===== config.mk =====
export PLATFORM = sky130hd
export DESIGN_NAME = chip_wipe_seq
export DESIGN_NICKNAME = d
export VERILOG_FILES = /design/src/rtl/wipe_pkg.sv /design/src/rtl/wipe_mask.sv /design/src/rtl/wipe_scan.sv /design/src/rtl/wipe_fsm.sv /design/src/rtl/chip_wipe_seq.sv
export SDC_FILE = /design/constraint.sdc
export NUM_CORES = 1
export LEC_CHECK = 0
export BUFFER_PORTS_ARGS = -buffer_cell sky130_fd_sc_hd__buf_2
export CAP_MARGIN = 20
export CORE_MARGIN = 3
export CORE_UTILIZATION = 29
export DETAILED_ROUTE_END_ITERATION = 7
export PLACE_DENSITY = 0.48
export SLEW_MARGIN = 20
export SYNTH_ARGS = -nofsm -noshare
export SYNTH_HDL_FRONTEND = slang
export SYNTH_SLANG_ARGS = --single-unit
export TNS_END_PERCENT = 30

===== constraint.sdc =====
create_clock -name clk -period 6.96 [get_ports clk]
set_input_delay 0.348 -clock clk [delete_from_list [all_inputs] [get_ports clk]]
set_output_delay 0.348 -clock clk [all_outputs]
set_load 0.05 [all_outputs]

===== src/rtl/wipe_pkg.sv =====
package wipe_pkg;

    typedef enum logic [1:0] {
        ST_IDLE,
        ST_CHECK,
        ST_SEEK,
        ST_ERASE
    } wipe_state_e;

    localparam int FLAG_W       = 8;
    localparam int FLAG_PROTECT = 1;
    localparam int FLAG_SUPPLY  = 3;
    localparam int FLAG_ERASE   = 5;

endpackage


===== src/rtl/wipe_mask.sv =====
module wipe_mask #(
    parameter int NBOOT = 2,
    parameter int NBLK  = 39
) (
    input  logic [NBLK-1:0] lock_i,
    input  logic            wp_n_i,
    output logic [NBLK-1:0] mask_o
);

    for (genvar g = 0; g < NBLK; g++) begin : g_blk
        if (g < NBOOT) begin : g_boot
            // boot block: needs clear lock bit and write-protect released
            assign mask_o[g] = ~lock_i[g] & wp_n_i;
        end else begin : g_other
            assign mask_o[g] = ~lock_i[g];
        end
    end

endmodule


===== src/rtl/wipe_scan.sv =====
module wipe_scan #(
    parameter int NBLK = 39,
    parameter int IDXW = 6
) (
    input  logic [NBLK-1:0] pend_i,
    output logic [IDXW-1:0] idx_o,
    output logic            hit_o
);

    // lowest set index wins: walk downward so the last match kept is the lowest
    always_comb begin
        idx_o = '0;
        hit_o = 1'b0;
        for (int i = NBLK - 1; i >= 0; i--) begin
            if (pend_i[i]) begin
                idx_o = IDXW'(i);
                hit_o = 1'b1;
            end
        end
    end

endmodule


===== src/rtl/wipe_fsm.sv =====
module wipe_fsm
    import wipe_pkg::*;
#(
    parameter int NBLK = 39,
    parameter int IDXW = 6
) (
    input  logic              clk,
    input  logic              rst,
    input  logic              start_i,
    input  logic              supply_ok_i,
    input  logic              suspend_i,
    input  logic [NBLK-1:0]   mask_i,
    input  logic [IDXW-1:0]   scan_idx_i,
    input  logic              scan_hit_i,
    output logic [NBLK-1:0]   pend_o,
    input  logic              eng_done_i,
    input  logic              eng_fail_i,
    output logic              eng_req_o,
    output logic [IDXW-1:0]   eng_blk_o,
    output logic              busy_o,
    output logic [FLAG_W-1:0] flags_o
);

    wipe_state_e     state_q, state_d;
    logic [NBLK-1:0] pend_q;
    logic [IDXW-1:0] cur_q;
    logic            sup_q;
    logic            none_left;

    assign none_left = (pend_q == '0);
    assign pend_o    = pend_q;

    // state register
    always_ff @(posedge clk) begin
        if (rst) begin
            state_q <= ST_IDLE;
        end else begin
            state_q <= state_d;
        end
    end

    // transitions
    always_comb begin
        state_d = state_q;
        unique case (state_q)
            ST_IDLE: begin
                if (start_i) state_d = ST_CHECK;             // launch
            end
            ST_CHECK: begin
                if (!sup_q)         state_d = ST_IDLE;       // supply_abort
                else if (none_left) state_d = ST_IDLE;       // protect_abort
                else                state_d = ST_SEEK;       // proceed
            end
            ST_SEEK: begin
                if (scan_hit_i) state_d = ST_ERASE;          // issue
                else            state_d = ST_IDLE;           // finish
            end
            ST_ERASE: begin
                if (eng_fail_i)      state_d = ST_IDLE;      // fail_abort
                else if (eng_done_i) state_d = ST_SEEK;      // next
            end
            default: state_d = ST_IDLE;
        endcase
    end

    // captured work list and current block
    always_ff @(posedge clk) begin
        if (rst) begin
            pend_q <= '0;
            cur_q  <= '0;
            sup_q  <= 1'b0;
        end else begin
            if (state_q == ST_IDLE && start_i) begin
                pend_q <= mask_i;
                sup_q  <= supply_ok_i;
            end else if (state_q == ST_SEEK && scan_hit_i) begin
                cur_q              <= scan_idx_i;
                pend_q[scan_idx_i] <= 1'b0;
            end
        end
    end

    // registered status flags
    always_ff @(posedge clk) begin
        if (rst) begin
            flags_o <= '0;
        end else begin
            unique case (state_q)
                ST_IDLE: begin
                    if (start_i) flags_o <= '0;
                end
                ST_CHECK: begin
                    if (!sup_q) begin
                        flags_o[FLAG_SUPPLY] <= 1'b1;
                        flags_o[FLAG_ERASE]  <= 1'b1;
                    end else if (none_left) begin
                        flags_o[FLAG_PROTECT] <= 1'b1;
                        flags_o[FLAG_ERASE]   <= 1'b1;
                    end
                end
                ST_SEEK: ;
                ST_ERASE: begin
                    if (eng_fail_i) flags_o[FLAG_ERASE] <= 1'b1;
                end
                default: ;
            endcase
        end
    end

    // combinational outputs
    always_comb begin
        busy_o    = (state_q != ST_IDLE);
        eng_req_o = (state_q == ST_ERASE);
        eng_blk_o = cur_q;
    end

    // ---------------- assertions ----------------
    a_r1_reset_idle: assert property (@(posedge clk)
        rst |=> (!busy_o && !eng_req_o && flags_o == '0));

    a_r2_launch_busy: assert property (@(posedge clk) disable iff (rst)
        (state_q == ST_IDLE && start_i) |=> busy_o);

    a_r6_req_hold: assert property (@(posedge clk) disable iff (rst)
        (eng_req_o && !eng_done_i && !eng_fail_i) |=> (eng_req_o && $stable(eng_blk_o)));

    a_r6_req_gap: assert property (@(posedge clk) disable iff (rst)
        (eng_req_o && (eng_done_i || eng_fail_i)) |=> !eng_req_o);

    a_r7_fail_stop: assert property (@(posedge clk) disable iff (rst)
        (eng_req_o && eng_fail_i) |=> (!busy_o && flags_o[FLAG_ERASE]));

    a_r8_all_locked: assert property (@(posedge clk) disable iff (rst)
        (state_q == ST_CHECK && sup_q && none_left)
            |=> (!busy_o && flags_o[FLAG_PROTECT] && flags_o[FLAG_ERASE]));

    a_r9_supply_low: assert property (@(posedge clk) disable iff (rst)
        (state_q == ST_CHECK && !sup_q)
            |=> (!busy_o && flags_o[FLAG_SUPPLY] && flags_o[FLAG_ERASE] && !flags_o[FLAG_PROTECT]));

    a_r10_no_suspend: assert property (@(posedge clk) disable iff (rst)
        (eng_req_o && suspend_i && !eng_done_i && !eng_fail_i) |=> eng_req_o);

    a_r12_restart_ignored: assert property (@(posedge clk) disable iff (rst)
        (state_q == ST_SEEK && start_i && scan_hit_i) |=> eng_req_o);

endmodule


===== src/rtl/chip_wipe_seq.sv =====
module chip_wipe_seq
    import wipe_pkg::*;
#(
    parameter int NBOOT  = 2,
    parameter int NPARAM = 6,
    parameter int NMAIN  = 31,
    localparam int NBLK  = NBOOT + NPARAM + NMAIN,
    localparam int IDXW  = $clog2(NBLK)
) (
    input  logic              clk,
    input  logic              rst,
    input  logic              start_i,
    input  logic [NBLK-1:0]   lock_i,
    input  logic              wp_n_i,
    input  logic              supply_ok_i,
    input  logic              suspend_i,
    output logic              eng_req_o,
    output logic [IDXW-1:0]   eng_blk_o,
    input  logic              eng_done_i,
    input  logic              eng_fail_i,
    output logic              busy_o,
    output logic [FLAG_W-1:0] flags_o
);

    logic [NBLK-1:0] mask;
    logic [NBLK-1:0] pend;
    logic [IDXW-1:0] scan_idx;
    logic            scan_hit;

    wipe_mask #(.NBOOT(NBOOT), .NBLK(NBLK)) u_mask (
        .lock_i (lock_i),
        .wp_n_i (wp_n_i),
        .mask_o (mask)
    );

    wipe_scan #(.NBLK(NBLK), .IDXW(IDXW)) u_scan (
        .pend_i (pend),
        .idx_o  (scan_idx),
        .hit_o  (scan_hit)
    );

    wipe_fsm #(.NBLK(NBLK), .IDXW(IDXW)) u_fsm (
        .clk         (clk),
        .rst         (rst),
        .start_i     (start_i),
        .supply_ok_i (supply_ok_i),
        .suspend_i   (suspend_i),
        .mask_i      (mask),
        .scan_idx_i  (scan_idx),
        .scan_hit_i  (scan_hit),
        .pend_o      (pend),
        .eng_done_i  (eng_done_i),
        .eng_fail_i  (eng_fail_i),
        .eng_req_o   (eng_req_o),
        .eng_blk_o   (eng_blk_o),
        .busy_o      (busy_o),
        .flags_o     (flags_o)
    );

endmodule


==> out/metrics.cfg, run 1 <==
[run_status]
outcome = finished, final reports clean

[yosys]
avgSynthCellArea_sq_um = 8.05
flops_latches_synth = 51
synth_warnings = 0
postSynthCellCount = 343
seq_area_frac_synth_pct = 37.0
synth_area_leaders = sky130_fd_sc_hd__dfxtp_1 (37%), sky130_fd_sc_hd__nor2_1 (9.0%), sky130_fd_sc_hd__a211o_1 (7.6%)
library_cell_with_the_largest_summed_area_after_synthesis = sky130_fd_sc_hd__dfxtp_1
top_area_cell_type_share_of_the_netlist_area_pct = 37.0
synth_enable_flop_cells = 0
synth_top_flop_cell = sky130_fd_sc_hd__dfxtp_1
synthArstFlopShare_pct = 0
netlist_area_sq_um = 2760
synthDistinctLibCells = 54

[worst_setup_path]
timing.reg2reg.worst_path_depth = 5
max_stage_delay_ps = 590
endpoint_kind = register
reg2reg_setup_slack_ps = 4380
timing.critical_path.arrival_ps = 2710
timing.critical_path.slowest_stage_cell = sky130_fd_sc_hd__nor2_1
crit_chain = nor4_1, nand2_1, or3_1, nor2_1, a311oi_1
timing.rr.start = u_fsm.pend_o[0]
critPathTopFamily = simple AND/OR/NAND/NOR gates
crit_fanout = 8
buffering_stage_count_on_the_worst_path_with_inverters_included = 0
critical_path_class = register to register
rr_endpoint = u_fsm.pend_o[24]
startpoint_type = register
worst_ep_required_time_ps = 7090

[placed_design]
globalplace.congestion = 0.842
io_buffer_count = 56
detailedPlacementHpwl_um = 5930
placed_cells_incl_taps = 504

[floorplanning]
initial_cell_density_of_the_core_pct = 30.7
chipWidth_um = 104
floorplan.die_area_sq_um = 10700
pin_count = 63
rows = 34
fp.dieH_um = 104
placeable_core_area_sq_um = 8980

[grt]
grt_antenna_before_repair = 0
grt_pass1_vias = 2532
grt_first_pass_wirelength_um = 13300
total_grt_overflow = 0
grt_max_degree = 53
groute.usage.overall_pct = 15.1

[cells_and_area]
sequential_cell_area_in_the_final_layout_sq_um = 1020
antenna-diode-count = 0
design.final.nets = 433
drive_gt1_share_pct = 22.0
layout-area-overhead-vs-synth_pct = 15.9
multi_input_area_sq_um = 1590
filler_cell_count = 978
final-instance-count-excl-fill = 512

[worst_hold_path]
min_delay_path_depth = 3
holdCritPathClass = input pin to register
worst_hold_path.endpoint = u_fsm.sup_q
worstHoldStart = supply_ok_i

[timing]
fin_skew_ps = 6.22
worstMarginPinSlew_ps = 1020
setup_violations = 0
final-max-slew-violation-count = 0
setup_total_negative_slack_ps = 0
timing.fmax_mhz = 388
timing.final.crit_period_ps = 2580
relSlewSlack_pct = 31.7
layout_worst_path_cycle_share_pct = 37.0
rsz_0062_raised_after_global_routing = no
final_hold_viol_count = 0

[power]
report.power.total_uw = 744
p_int_uw = 487
power.density_cell_area_nw_per_um2 = 233
p_sw_share_pct = 34.5
switching_power_uw = 257
power.static_leakage_nw = 1.25
p_comb_share_pct = 27.7
clock_power_share_pct = 27.2
vdd_ir_drop_max_uv = 77.3
seq_power_share_pct = 45.0

[clock_network]
cts.root.buffer_cell = sky130_fd_sc_hd__clkbuf_8
cts_hold_buf = 0
post_cts_resized = 0
cts_tree = yes
h-tree-depth = 2
cts.sinks = 51
buffers_inserted_during_post_cts_setup_optimization = 0
cts-root-to-sink-buffers = 2
clock_latency_of_the_later_clocked_register_in_the_worst_skew_pair_ps = 300
cts_buf_count = 5
clkTransAtPathRegs_ps = 90

[detailed_routing]
drt_iter0_drc = 174
detail_route.first_pass.iterations = 4
finalWirelength_um = 8370
route.vias.total = 2756
routed_wire_length_per_instance_um = 16.4
post-route-drc-count = 0
antenna_left = 0
vias_per_cell = 5.38

[flow_run]
max_cap_violations = 0

==> tightest hold or removal path: cells and delay by family <==
family | cells | cell delay (ps)
buffers and inverters | 1 | 100
AND/OR/NAND/NOR | 1 | 50
AO/OA/AOI/OAI | 1 | 50
==> power by group through the flow <==
stage / registers (mW) / logic [mW] / clock network (mW)
2_1_floorplan: 0.338 / 0.147 / 0
3_3_place_gp: 0.341 / 0.202 / 0
3_5_place_dp: 0.342 / 0.203 / 0
4_1_cts: 0.335 / 0.204 / 0.210
5_1_grt: 0.339 / 0.228 / 0.222
6_report: 0.335 / 0.206 / 0.203
==> cells in the final DEF, fill, tap and decap left out, types with 3 or more instances in the layout <==
| master | Yosys | final |
|---|---|---|
| sky130_fd_sc_hd__a31oi_1 | 20 | 20 |
| sky130_fd_sc_hd__a311oi_1 | 9 | 9 |
| sky130_fd_sc_hd__a211oi_1 | 6 | 6 |
| sky130_fd_sc_hd__nor2b_1 | 4 | 4 |
| sky130_fd_sc_hd__nand3_1 | 5 | 5 |
| sky130_fd_sc_hd__nor4_1 | 8 | 8 |
| sky130_fd_sc_hd__buf_2 | 1 | 56 |
| sky130_fd_sc_hd__and2_1 | 3 | 3 |
| sky130_fd_sc_hd__nor2_1 | 66 | 64 |
| sky130_fd_sc_hd__conb_1 | 1 | 5 |
| sky130_fd_sc_hd__or2_2 | 4 | 4 |
| sky130_fd_sc_hd__o21a_1 | 4 | 4 |
| sky130_fd_sc_hd__a41oi_1 | 5 | 5 |
| sky130_fd_sc_hd__nand2_1 | 11 | 11 |
| sky130_fd_sc_hd__dfxtp_1 | 51 | 51 |
| sky130_fd_sc_hd__o211ai_1 | 4 | 4 |
| sky130_fd_sc_hd__a21oi_1 | 30 | 29 |
| sky130_fd_sc_hd__nor3_1 | 10 | 9 |
| sky130_fd_sc_hd__inv_1 | 8 | 8 |
| sky130_fd_sc_hd__a211o_1 | 24 | 24 |
| sky130_fd_sc_hd__clkbuf_8 | 0 | 5 |
| sky130_fd_sc_hd__o21ai_0 | 9 | 9 |
==> kinds of logic after synthesis <==
family / count (synthesis) / share of synthesized area (%)
and+or+nand+nor: 132 / 23.8
buffers and inverters: 33 / 6.71
other: 1 / 0.136
DFF: 51 / 37.0
AOI/OAI and AO/OA: 125 / 32.0
muxes: 1 / 0.363
==> cells in the mapped netlist (all sizes together), types with 3 or more instances <==
library cell	instances
inv	8
or4	4
nor4	8
o21a	4
o21ai	9
nand2	11
buf	11
a21oi	31
and3	3
o211ai	4
or2	4
a41oi	5
a211o	25
a311oi	9
nor2b	4
nand2b	3
nand3	6
nor2	66
a211oi	6
clkbuf	14
a31oi	20
and2	3
nor3	11
dfxtp	51
==> worst max-delay path by stage <==
stage	start	end	slack, ps	depth (start not counted)
floorplan	u_fsm.pend_o[32]	u_fsm.eng_blk_o[2]	4660	7
global placement	u_fsm.pend_o[32]	u_fsm.pend_o[21]	4180	6
detailed placement	u_fsm.pend_o[32]	u_fsm.pend_o[36]	4200	6
CTS	u_fsm.pend_o[32]	u_fsm.pend_o[4]	4180	6
global route	u_fsm.pend_o[0]	u_fsm.pend_o[24]	4090	5
finish	u_fsm.pend_o[0]	u_fsm.pend_o[24]	4380	5
==> state kept, by name, indices dropped and copies added (netlist names) <==
name             flops
u_fsm.state_q        2
u_fsm.flags_o        3
u_fsm.pend_o        39
u_fsm.eng_blk_o      6
u_fsm.sup_q          1
==> metal layers <==
metal	routed length (um)	vias to the layer above	share of wire, %	track usage [%]
met5	0	-	0	0
met4	49	0	0.59	2.56
met3	423	4	5.1	3.30
met2	3560	69	43	22.9
met1	4340	1320	52	22.3
li1	-	1363	-	-
==> area by class of cell <==
type,count,share of cell area (%)
Clock inverter,1,0.939
Inverter,8,0.939
Timing Repair Buffer,57,9.39
Tap cell,126,4.93
Multi-Input combinational cell,263,49.6
Sequential cell,51,31.9
Clock buffer,6,2.27
==> metrics by stage <==
| stage | setup WS, ps | hold slack [ps] | util, % | cell area (sq um) |
|---|---|---|---|---|
| after floorplan | 4660 | 443 | - | 2780 |
| after global placement | 4180 | 444 | 34.2 | 3070 |
| after detailed placement | 4200 | 454 | 34.2 | 3070 |
| after CTS | 4180 | 272 | 35.3 | 3170 |
| after global routing | 4090 | 282 | 35.6 | 3200 |
| final | 4380 | 281 | 35.6 | 3200 |
No activity file was read; power rests on OpenSTA's default activity.
==> inputs of run 2 (changes only) <==
Settings changed: PLACE_DENSITY 0.48 to 0.5.
Clock period 6.96 ns to 2.25 ns, I/O delays scaled along.
==> run 2 against run 1 <==
Against the previous run: the flow now finishes with violations (negative setup slack); first-iteration DRC count fell by 34%; power increased to 3.3 times the previous value; clock power increased to 2.9 times the previous value; utilization increased by 4.2 points; combinational power rose to 4.2 times the previous value; clock skew increased by 3.6 ps; final cell count rose by 8.2%; flip-flop and latch count did not move; maximum frequency rose by 13%; largest cell class unchanged.
==> out/metrics.cfg, run 2 (same netlist as run 1, synthesis figures left out) <==
[run_status]
outcome = complete, but fails checks  ; was finished, final reports clean
violations = negative setup slack

[timing]
rsz_0062_raised_after_global_routing = yes  ; was no
layout_setup_ws_ps = -27.0  ; was 4380 ps
worstMarginPinSlew_ps = 728  ; was 1020 ps
layout_worst_path_cycle_share_pct = 101  ; was 37.0%
setup_total_negative_slack_ps = -27.0  ; was 0 ps
timing.final.crit_period_ps = 2280  ; was 2580 ps
hold_ws_ps = 44.3  ; was 281 ps
final-max-slew-violation-count = 0  ; unchanged
setup_violations = 1  ; was 0
fin_skew_ps = 9.86  ; was 6.22 ps
final_hold_viol_count = 0  ; unchanged
relSlewSlack_pct = 51.5  ; was 31.7%
timing.fmax_mhz = 439  ; was 388 MHz

[cells_and_area]
drive_gt1_share_pct = 31.3  ; was 22.0%
layout_commonest_cell = sky130_fd_sc_hd__nor2_1  ; unchanged
design.final.nets = 474  ; was 433
antenna-diode-count = 0  ; unchanged
layout-area-overhead-vs-synth_pct = 29.6  ; was 15.9%
layout_common_cells = sky130_fd_sc_hd__nor2_1 (63), sky130_fd_sc_hd__buf_2 (56), sky130_fd_sc_hd__dfxtp_1 (50)  ; was sky130_fd_sc_hd__nor2_1 (64), sky130_fd_sc_hd__buf_2 (56), sky130_fd_sc_hd__dfxtp_1 (51)
final-instance-count-excl-fill = 554  ; was 512
filler_cell_count = 962  ; was 978
max_reg_flops = 39  ; unchanged

[worst_setup_path]
timing.rr.start = u_fsm.pend_o[33]  ; was u_fsm.pend_o[0]
max_stage_delay_ps = 510  ; was 590 ps
crit_fanout = 8  ; unchanged
worst_ep_required_time_ps = 2410  ; was 7090 ps
timing.critical_path.slowest_stage_cell = sky130_fd_sc_hd__or4_4  ; was sky130_fd_sc_hd__nor2_1
startpoint_type = register  ; unchanged
rr_endpoint = u_fsm.eng_blk_o[2]  ; was u_fsm.pend_o[24]
timing.critical_path.arrival_ps = 2440  ; was 2710 ps
critical-path-top-cell-by-count = sky130_fd_sc_hd__or4_4
critical_path_class = register to register  ; unchanged
worst_setup_path_endpoint = u_fsm.eng_blk_o[2]  ; was u_fsm.pend_o[24]
reg2reg_setup_slack_ps = -30  ; was 4380 ps
timing.critical_path.from = u_fsm.pend_o[33]  ; was u_fsm.pend_o[0]
timing.reg2reg.worst_path_depth = 6  ; was 5
endpoint_kind = register  ; unchanged
crit_chain = or4_4, or4_4, or4_4, nand2b_4, mux2i_1, nor2_1  ; was nor4_1, nand2_1, or3_1, nor2_1, a311oi_1

[power]
p_comb_share_pct = 34.8  ; was 27.7%
p_int_mw = 1.63  ; was 487 uW
vdd_ir_drop_max_uv = 240  ; was 77.3 uV
power.density_cell_area_nw_per_um2 = 694  ; was 233 nW/um^2
power.static_leakage_nw = 1.48  ; was 1.25 nW
seq_power_share_pct = 41.4  ; was 45.0%
clock_power_share_pct = 23.8  ; was 27.2%
switching_power_uw = 850  ; was 257 uW
p_sw_share_pct = 34.3  ; was 34.5%

[clock_network]
cts_tree = yes  ; unchanged
cts.sinks = 51  ; unchanged
buffers_inserted_during_post_cts_setup_optimization = 0  ; unchanged
h-tree-depth = 2  ; unchanged
clkTransAtPathRegs_ps = 100  ; was 90 ps
cts_buf_count = 5  ; unchanged
cts_hold_buf = 0  ; unchanged
cts-root-to-sink-buffers = 2  ; unchanged
cts.root.buffer_cell = sky130_fd_sc_hd__clkbuf_8  ; unchanged
clock_latency_of_the_later_clocked_register_in_the_worst_skew_pair_ps = 310  ; was 300 ps

[detailed_routing]
met3WireLength_um = 287  ; was 423 um
vias_per_cell = 5.14  ; was 5.38
wirelength_met1_um = 4140  ; was 4340 um
routed_wire_length_per_instance_um = 15.4  ; was 16.4 um
routed.top_layer = met4  ; unchanged
antenna_left = 0  ; unchanged
finalWirelength_um = 8520  ; was 8370 um
met2_length_um = 4010  ; was 3560 um
route.vias.total = 2849  ; was 2756
detail_route.first_pass.iterations = 4  ; unchanged
post-route-drc-count = 0  ; unchanged
drt_iter0_drc = 115  ; was 174

[grt]
grt_max_degree = 45  ; was 53
total_grt_overflow = 0  ; unchanged
grt_first_pass_wirelength_um = 14000  ; was 13300 um
grt_antenna_before_repair = 0  ; unchanged
grt_pass1_vias = 2738  ; was 2532
groute.usage.overall_pct = 15.8  ; was 15.1%

[worst_hold_path]
holdCritPathClass = input pin to register  ; unchanged

[placed_design]
detailedPlacementHpwl_um = 6290  ; was 5930 um
globalplace.congestion = 0.796  ; was 0.842
placed_cells_incl_taps = 546  ; was 504
io_buffer_count = 56  ; unchanged

[floorplanning]
chipWidth_um = 104  ; unchanged
floorplan.die_area_sq_um = 10700  ; unchanged
rows = 34  ; unchanged
placeable_core_area_sq_um = 8980  ; unchanged
fp.dieH_um = 104  ; unchanged
initial_cell_density_of_the_core_pct = 30.7  ; unchanged
pin_count = 63  ; unchanged

[flow_run]
max_cap_violations = 0  ; unchanged

-- run 2: power groups by stage --
stage	Combinational [mW]	Clock [mW]	Sequential [mW]
2_1_floorplan	0.454	0	1.04
3_3_place_gp	0.838	0	1.04
3_5_place_dp	0.840	0	1.05
4_1_cts	0.849	0.616	1.03
5_1_grt	0.947	0.640	1.04
6_report	0.864	0.590	1.03
-- run 2: cell type report --
type / instances / area, sq um / area share [%]
Clock buffer: 8 / 100 / 2.80
Inverter: 8 / 30.0 / 0.839
Multi-Input combinational cell: 263 / 1620 / 45.3
Sequential cell: 51 / 1020 / 28.6
Tap cell: 126 / 158 / 4.41
Timing Repair Buffer: 98 / 646 / 18.0
-- run 2: how the worst min path moves through the flow --
stage	slack (ps)	endpoint	start	cells after the start
floorplan	250	u_fsm.sup_q	supply_ok_i	2
global placement	370	u_fsm.sup_q	supply_ok_i	3
detailed placement	370	u_fsm.sup_q	supply_ok_i	3
CTS	40	u_fsm.pend_o[18]	lock_i[18]	3
global route	50	u_fsm.pend_o[20]	lock_i[20]	3
finish	40	u_fsm.pend_o[13]	lock_i[13]	3
-- run 2: metal layers --
metal / track usage, % / vias to the layer above
li1: - / 1444
met1: 21.6 / 1336
met2: 26.3 / 63
met3: 1.74 / 6
met4: 4.46 / 0
met5: 0 / -
-- run 2: worst max-delay path, delay by kind of cell (launching register included) --
family	cells	cell delay, ps
mux	1	190
simple gates	5	1610
flops	1	350
-- run 2: metrics by stage --
step | area [sq um] | worst slack, ps | util [%] | power [mW]
2_1_floorplan | 2780 | 17.5 | - | 1.50
3_3_place_gp | 3430 | -24.3 | 38.2 | 1.88
3_5_place_dp | 3430 | -48.0 | 38.2 | 1.89
4_1_cts | 3550 | -37.6 | 39.5 | 2.49
5_1_grt | 3580 | -126 | 39.9 | 2.63
6_report | 3580 | -27.0 | 39.9 | 2.48
-- run 2: timing repair --
action / in CTS / in global routing
pin swaps: 0 / 1
setup endpoints to repair: 6 / 49
resized for setup: 4 / 10
